**src/rtl/tcm_pkg.sv**
```systemverilog
package tcm_pkg;

   typedef enum logic [1:0] {
      SYM_ZERO = 2'b00,
      SYM_ONE  = 2'b01,
      SYM_X    = 2'b10,
      SYM_U    = 2'b11
   } sym_t;

   // Fold one incoming symbol into an accumulated one.
   function automatic logic [1:0] fold_sym(input logic [1:0] acc, input logic [1:0] din);
      logic [1:0] res;
      if (acc == SYM_X)      res = din;
      else if (din == SYM_X) res = acc;
      else if (acc == din)   res = acc;
      else                   res = SYM_U;
      return res;
   endfunction

   // Group length for a size select code.
   function automatic int unsigned size_of(input logic [1:0] code, input int unsigned sa,
                                           input int unsigned sb, input int unsigned sc);
      int unsigned n;
      case (code)
         2'b00:   n = sa;
         2'b01:   n = sb;
         default: n = sc;
      endcase
      return n;
   endfunction

endpackage

```
**src/rtl/tcm_lane.sv**
```systemverilog
module tcm_lane
   import tcm_pkg::*;
(
   input  logic       clk,
   input  logic       rst_n,
   input  logic       take,
   input  logic       restart,
   input  logic [1:0] din,
   output logic [1:0] acc_q,
   output logic [1:0] fold
);

   assign fold = fold_sym(acc_q, din);

   always_ff @(posedge clk) begin
      if (!rst_n)       acc_q <= SYM_X;
      else if (restart) acc_q <= SYM_X;
      else if (take)    acc_q <= fold;
   end

   assert_u_sticky_R5: assert property (@(posedge clk) disable iff (!rst_n)
      (take && !restart && acc_q == SYM_U) |=> (acc_q == SYM_U));

   assert_x_neutral_R4: assert property (@(posedge clk) disable iff (!rst_n)
      (take && !restart && din == SYM_X) |=> (acc_q == $past(acc_q)));

   assert_clash_to_u_R5: assert property (@(posedge clk) disable iff (!rst_n)
      (take && !restart && ((acc_q == SYM_ZERO && din == SYM_ONE) ||
                            (acc_q == SYM_ONE && din == SYM_ZERO))) |=> (acc_q == SYM_U));

   assert_start_all_x_R10: assert property (@(posedge clk) disable iff (!rst_n)
      restart |=> (acc_q == SYM_X));

endmodule

```
**src/rtl/tcm_usum.sv**
```systemverilog
module tcm_usum #(
   parameter int unsigned N     = 8,
   parameter int unsigned W     = 4,
   parameter int unsigned STYLE = 0
) (
   input  logic [N-1:0] flags,
   output logic [W-1:0] total
);

   if (W < $clog2(N + 1)) begin : g_bad_width
      $error("tcm_usum: W too narrow for N");
   end

   if (STYLE == 0) begin : g_loop
      always_comb begin
         total = '0;
         for (int i = 0; i < N; i++) total = total + W'(flags[i]);
      end
   end else begin : g_chain
      logic [W-1:0] part [N+1];
      assign part[0] = '0;
      for (genvar gi = 0; gi < N; gi++) begin : g_step
         assign part[gi+1] = part[gi] + W'(flags[gi]);
      end
      assign total = part[N];
   end

endmodule

```
**src/rtl/tcm_group_ctrl.sv**
```systemverilog
module tcm_group_ctrl
   import tcm_pkg::*;
#(
   parameter int unsigned SIZE_A = 5,
   parameter int unsigned SIZE_B = 10,
   parameter int unsigned SIZE_C = 15,
   parameter int unsigned NW     = 4
) (
   input  logic          clk,
   input  logic          rst_n,
   input  logic          take,
   input  logic          in_valid,
   input  logic          in_ready,
   input  logic          flush,
   input  logic [1:0]    size_code,
   output logic          close,
   output logic [NW-1:0] fill_n
);

   if (SIZE_A < 1 || SIZE_B < 1 || SIZE_C < 1) begin : g_bad_size
      $error("tcm_group_ctrl: group sizes must be at least 1");
   end
   if (SIZE_A >= 2**NW || SIZE_B >= 2**NW || SIZE_C >= 2**NW) begin : g_bad_nw
      $error("tcm_group_ctrl: NW too narrow for group sizes");
   end

   logic [NW-1:0] cnt_q;
   logic [NW-1:0] lim_q;
   logic [NW-1:0] lim_now;
   logic          last_cube;
   logic          bare_flush;

   assign lim_now    = (cnt_q == '0) ? NW'(size_of(size_code, SIZE_A, SIZE_B, SIZE_C)) : lim_q;
   assign last_cube  = (cnt_q + 1'b1) == lim_now;
   assign bare_flush = flush && in_ready && !in_valid && (cnt_q != '0);
   assign close      = (take && (last_cube || flush)) || bare_flush;
   assign fill_n     = take ? cnt_q + 1'b1 : cnt_q;

   always_ff @(posedge clk) begin
      if (!rst_n) begin
         cnt_q <= '0;
         lim_q <= NW'(SIZE_A);
      end else begin
         if (close)     cnt_q <= '0;
         else if (take) cnt_q <= cnt_q + 1'b1;
         if (take && cnt_q == '0) lim_q <= lim_now;
      end
   end

   assert_fill_below_limit_R6: assert property (@(posedge clk) disable iff (!rst_n)
      (cnt_q != '0) |-> (cnt_q < lim_q));

   assert_restart_after_close_R10: assert property (@(posedge clk) disable iff (!rst_n)
      close |=> (cnt_q == '0));

   assert_empty_flush_idle_R8: assert property (@(posedge clk) disable iff (!rst_n)
      (flush && !in_valid && cnt_q == '0) |=> (cnt_q == '0));

   assert_limit_held_R6: assert property (@(posedge clk) disable iff (!rst_n)
      (cnt_q != '0 && !close) |=> (lim_q == $past(lim_q)));

endmodule

```
**src/rtl/tcm_merger.sv**
```systemverilog
module tcm_merger
   import tcm_pkg::*;
#(
   parameter int unsigned CUBE_LEN    = 8,
   parameter int unsigned SIZE_A      = 5,
   parameter int unsigned SIZE_B      = 10,
   parameter int unsigned SIZE_C      = 15,
   parameter int unsigned COUNT_STYLE = 0,
   localparam int unsigned LW = 2 * CUBE_LEN,
   localparam int unsigned CW = $clog2(CUBE_LEN + 1),
   localparam int unsigned NW = $clog2(SIZE_C + 1)
) (
   input  logic          clk,
   input  logic          rst_n,
   input  logic [1:0]    size_code,
   input  logic          in_valid,
   output logic          in_ready,
   input  logic [LW-1:0] in_cube,
   input  logic          flush,
   output logic          out_valid,
   input  logic          out_ready,
   output logic [LW-1:0] out_cube,
   output logic [CW-1:0] out_conflicts,
   output logic [CW-1:0] out_clean,
   output logic [NW-1:0] out_fill
);

   if (CUBE_LEN < 1) begin : g_bad_len
      $error("tcm_merger: CUBE_LEN must be at least 1");
   end
   if (SIZE_C < SIZE_A || SIZE_C < SIZE_B) begin : g_bad_order
      $error("tcm_merger: SIZE_C must be the largest group size");
   end

   logic                take;
   logic                close;
   logic [NW-1:0]       fill_n;
   logic [LW-1:0]       acc_vec;
   logic [LW-1:0]       fold_vec;
   logic [LW-1:0]       snap_vec;
   logic [CUBE_LEN-1:0] u_flag;
   logic [CW-1:0]       u_cnt;

   assign in_ready = !out_valid;
   assign take     = in_valid && in_ready;

   tcm_group_ctrl #(
      .SIZE_A (SIZE_A),
      .SIZE_B (SIZE_B),
      .SIZE_C (SIZE_C),
      .NW     (NW)
   ) u_ctrl (
      .clk       (clk),
      .rst_n     (rst_n),
      .take      (take),
      .in_valid  (in_valid),
      .in_ready  (in_ready),
      .flush     (flush),
      .size_code (size_code),
      .close     (close),
      .fill_n    (fill_n)
   );

   for (genvar gp = 0; gp < CUBE_LEN; gp++) begin : g_lane
      tcm_lane u_lane (
         .clk     (clk),
         .rst_n   (rst_n),
         .take    (take),
         .restart (close),
         .din     (in_cube[2*gp +: 2]),
         .acc_q   (acc_vec[2*gp +: 2]),
         .fold    (fold_vec[2*gp +: 2])
      );
      assign u_flag[gp] = (snap_vec[2*gp +: 2] == SYM_U);
   end

   // Closing value: includes the cube on the closing beat if one is taken.
   assign snap_vec = take ? fold_vec : acc_vec;

   tcm_usum #(
      .N     (CUBE_LEN),
      .W     (CW),
      .STYLE (COUNT_STYLE)
   ) u_usum (
      .flags (u_flag),
      .total (u_cnt)
   );

   always_ff @(posedge clk) begin
      if (!rst_n) begin
         out_valid     <= 1'b0;
         out_cube      <= '0;
         out_conflicts <= '0;
         out_clean     <= '0;
         out_fill      <= '0;
      end else if (close) begin
         out_valid     <= 1'b1;
         out_cube      <= snap_vec;
         out_conflicts <= u_cnt;
         out_clean     <= CW'(CUBE_LEN) - u_cnt;
         out_fill      <= fill_n;
      end else if (out_ready) begin
         out_valid     <= 1'b0;
      end
   end

   function automatic int unsigned u_in(input logic [LW-1:0] cube);
      int unsigned n;
      n = 0;
      for (int i = 0; i < CUBE_LEN; i++) if (cube[2*i +: 2] == SYM_U) n++;
      return n;
   endfunction

   assert_hold_pending_R9: assert property (@(posedge clk) disable iff (!rst_n)
      (out_valid && !out_ready) |=> (out_valid && $stable(out_cube) && $stable(out_fill)
                                     && $stable(out_conflicts)));

   assert_count_split_R7: assert property (@(posedge clk) disable iff (!rst_n)
      out_valid |-> ((CW+1)'(out_conflicts) + (CW+1)'(out_clean) == (CW+1)'(CUBE_LEN)));

   assert_conflict_tally_R7: assert property (@(posedge clk) disable iff (!rst_n)
      out_valid |-> (int'(out_conflicts) == int'(u_in(out_cube))));

   assert_fill_range_R8: assert property (@(posedge clk) disable iff (!rst_n)
      out_valid |-> (out_fill != '0 && out_fill <= NW'(SIZE_C)));

endmodule

```
**config.mk**
```make
export PLATFORM = sky130hd
export DESIGN_NAME = tcm_merger
export DESIGN_NICKNAME = d
export VERILOG_FILES = /design/src/rtl/tcm_pkg.sv /design/src/rtl/tcm_lane.sv /design/src/rtl/tcm_usum.sv /design/src/rtl/tcm_group_ctrl.sv /design/src/rtl/tcm_merger.sv
export SDC_FILE = /design/constraint.sdc
export NUM_CORES = 1
export LEC_CHECK = 0
export ABC_AREA = 1
export BUFFER_PORTS_ARGS = -buffer_cell sky130_fd_sc_hd__buf_2
export CAP_MARGIN = 20
export CORE_ASPECT_RATIO = 0.75
export CORE_MARGIN = 5
export CORE_UTILIZATION = 45
export DETAILED_ROUTE_END_ITERATION = 7
export PLACE_DENSITY_LB_ADDON = 0.12
export RECOVER_POWER = 25
export SYNTH_ARGS = -nofsm -noshare
export SYNTH_HDL_FRONTEND = slang
export SYNTH_SLANG_ARGS = --single-unit
```
**constraint.sdc**
```tcl
create_clock -name clk -period 6.4 [get_ports clk]
set_input_delay 0.32 -clock clk [delete_from_list [all_inputs] [get_ports clk]]
set_output_delay 0.32 -clock clk [all_outputs]
set_load 0.01 [all_outputs]
```
==> results.txt <==
Fraction of the mapped netlist area in compound gates: 0.07395
Cell family with the largest share of critical-path delay: adder cells
Switching fraction of total power: 0.3543
Detailed-router iteration count before antenna repair: 4
Setup violators final: 0
Placed Instance Area: 2910 sq um
Number of nets still failing antenna checks after routing: 0
Maximum number of pins on one net before global-route repair: 32
Critical path class: flip-flop to flip-flop
Length in cells of the worst reg-to-reg path: 19
Synthesized area per cell: 6.777 sq um
Adder and majority cell fraction of the synthesized area: 0.05916
Share of total power in combinational logic: 0.357
Y dimension of the die: 76.11 um
Num ports: 53
Ratio of total power to cell area: 317.1 nW/um^2
Leakage: 1.477 nW
Residual overflow from global routing: 0
CP cell instances: inv_1 -> nand2_1 -> inv_1 -> a32oi_1 -> inv_1 -> nor2_1 -> ha_1 -> inv_1 -> fa_1 -> fa_1 -> fa_1 -> inv_1 -> fa_1 -> inv_1 -> ha_1 -> xnor2_1 -> nand3_1 -> nand2_1 -> nor2_1
Clock net sink count: 52
Synth Net Count: 420
Internal power component: 610.9 uW
Die span in x: 98.15 um
Area occupied by multi-input gates: 1314 sq um
Achievable frequency: 0.2141 GHz
Post-Route Hold Slack: 310.9 ps
Clock-pin slew on the worst setup and hold paths: 90 ps
Hpwl dp: 4321 um
Area taken by flip-flops and latches: 1041 sq um
Number of logic stages on the critical path including buffering: 19
DRC violation count after routing: 0
Total non-filler cell area in the finished layout: 2984 sq um
Crit end category: flip-flop
Hold Violations, Final: 0
R2R Setup Slk: 1730 ps
Worst endpoint required time: 6610 ps
Max-slew headroom: 0.4347
Max Root-Sink Buffers: 2
Die area: 7470 sq um
Cts-stage hold buffer count: 0
Worst vdd ir: 0.1546 mV
R2R Path Start: out_valid
Max-slew violations: 0
CTS HTree Levels: 2
Post-Synth XOR/XNOR Area: 0.01670
Main combinational cell family by area after synthesis: simple AND/OR/NAND/NOR gates
Crit-path slowest cell: nand2_1
Global-route wire length before repair: 10,500 um
Distinct cell type count after synthesis: 25
Fraction of layout instances using a drive strength above 1: 0.1181
Clock tree from TritonCTS: done
Average wire per standard cell: 11.72 um
Number of fillers in the final layout: 617
Critical Path Sink: out_clean[2]
Core Rows: 24
Switching power total: 335.3 uW
Number of instances in the synthesized netlist: 387
Total inserted antenna cells: 0
Destination of the worst register-to-register timing path: out_clean[2]
Number of warnings reported in the yosys synthesis log: 0
Period utilization: 0.7298
RD Place Congestion: 0.8196
Highest cell delay on the worst timing path: 630 ps
Synthesis-stage register bit count: 52
Buf+Inv Stages, Crit Path: 6
Core area: 5736 sq um
Most Frequent Cell on Critical Path: inv_1
Via-to-Cell Ratio: 4.706
Simple logic cell fraction of the synthesized area: 0.3511
Setup TNS after final layout: 0 ps
Total GRT Usage: 0.1663
Area growth from synthesis to final layout: 13.79%
Startpoint class of the critical path: flip-flop
Part of the power in the clock network: 0.227
Via count: 2,400
Sequential Power Share: 0.415
CTS-repair resized insts: 0
Clk Tree Root Cell: clkbuf_8
Post-CTS setup buffers: 0
Origin of the worst setup path: out_valid
Post-synthesis mux area share: 0
Port Buffer Count: 52
Biggest fanout along the worst timing path: 29
Run status: completed
Min-Delay Path Class: input port to flip-flop
Number of global-route vias before repair: 2,369
RSZ-0062 raised after global routing: no
Worst clock skew: 12.75 ps
Worst Tran Pin Value: 846.0 ps
Clock Latency Late Sink: 300 ps
Initial antenna violation count: 0
Clock buffers created by TritonCTS: 5
Share of the yosys chip area belonging to registers: 0.3969
Post-synthesis instance area: 2623 sq um
Starting density of the core: 0.4572
Overall routed net length: 5977 um
Net count of the finished layout: 466
Initial drt markers: 79
Max Cap Violations: 0
Final period demand of the worst path: 4671 ps
Worst path arrival time: 4880 ps
-- worst min path at each step --
stage	from	to	slack [ps]	depth (start not counted)
6_report	out_ready	out_valid	310	4
5_1_grt	out_ready	out_valid	310	4
4_1_cts	out_ready	out_valid	310	4
3_5_place_dp	out_cube[8]	out_cube[8]	450	2
3_3_place_gp	out_cube[15]	out_cube[15]	450	2
2_1_floorplan	u_ctrl.lim_q[1]	u_ctrl.lim_q[1]	440	2
-- cells in the mapped netlist --
cell type | count | area (sq um)
nor2_1 | 89 | 334.1
nand2_1 | 73 | 274.0
dfxtp_1 | 52 | 1041
inv_1 | 49 | 183.9
nand3_1 | 35 | 175.2
o21ai_0 | 27 | 135.1
a21oi_1 | 10 | 50.05
and2_1 | 7 | 43.79
clkbuf_1 | 6 | 22.52
ha_1 | 6 | 75.07
or2_2 | 6 | 37.54
fa_1 | 4 | 80.08
xnor2_1 | 3 | 26.28
buf_1 | 2 | 7.510
buf_2 | 2 | 10.01
buf_4 | 2 | 15.01
buf_6 | 2 | 22.52
nand2_2 | 2 | 12.51
nand4_1 | 2 | 12.51
nor2_2 | 2 | 12.51
xor2_1 | 2 | 17.52
a32oi_1 | 1 | 8.760
inv_4 | 1 | 6.260
nand2_4 | 1 | 11.26
nand3b_1 | 1 | 7.510
-- cell type report --
class                      count  area share
multi-input combinational    271      0.4403
sequential                    52      0.3488
timing repair buffer          53     0.08134
inverter                      50     0.06373
tap                           78     0.03270
clock buffer                   5     0.02306
clock inverter                 1     0.01006
-- power by group through the flow --
stage	Clock [mW]	Combinational (mW)	Sequential [mW]
final	0.215	0.338	0.393
after global routing	0.239	0.397	0.400
after CTS	0.222	0.348	0.393
after detailed placement	0	0.346	0.400
after global placement	0	0.340	0.399
after floorplan	0	0.248	0.412
-- cells by family after synthesis --
group           Yosys count
flops                    52
xor+xnor                  5
fa+ha+maj                10
simple gates            218
compound gates           38
buf+inv                  64
-- routing by layer --
metal | track usage | wire, um | vias to the layer above
met5 | 0 | 0 | -
met4 | 0.03274 | 44 | 0
met3 | 0.04209 | 272 | 5
met2 | 0.2751 | 2570 | 48
met1 | 0.2208 | 3089 | 1065
li1 | - | - | 1282
-- state kept, by name (all words and copies together), names as in the netlist --
| name | count |
|---|---|
| out_cube | 16 |
| u_ctrl.lim_q | 4 |
| out_valid | 1 |
| g_lane.u_lane.acc_q | 16 |
| u_ctrl.cnt_q | 4 |
| out_conflicts | 4 |
| out_fill | 4 |
| out_clean | 3 |
-- placed cells by master, fill, tap and decap left out, types with 3 or more instances in the layout --
| cell | n |
|---|---|
| fa_1 | 4 |
| xnor2_1 | 3 |
| ha_1 | 6 |
| and2_1 | 7 |
| nand3_1 | 35 |
| buf_2 | 32 |
| dfxtp_1 | 52 |
| nor2_1 | 89 |
| nand2_1 | 73 |
| clkbuf_8 | 5 |
| inv_1 | 49 |
| o21ai_0 | 27 |
| or2_2 | 6 |
| clkbuf_1 | 20 |
| a21oi_1 | 10 |
-- worst register-to-register path: stages, from the launching register on --
cell and delay (ps):
dfxtp_1 360, inv_1 90, nand2_1 630, inv_1 200, a32oi_1 310, inv_1 80
nor2_1 110, ha_1 240, inv_1 80, fa_1 410, fa_1 520, fa_1 450
inv_1 80, fa_1 430, inv_1 90, ha_1 160, xnor2_1 110, nand3_1 90
nand2_1 90, nor2_1 50
-- through the flow --
stage	worst slack (ps)	util	power, mW	std cells
finish	1729	0.5203	0.9462	510
global placement	1869	0.5074	0.7394	504
floorplan	2332	-	0.6602	387
CTS	1703	0.5247	0.9629	510
detailed placement	1719	0.5074	0.7461	504
global route	1298	0.5203	1.036	510
Power figures use the tool's default switching activity.
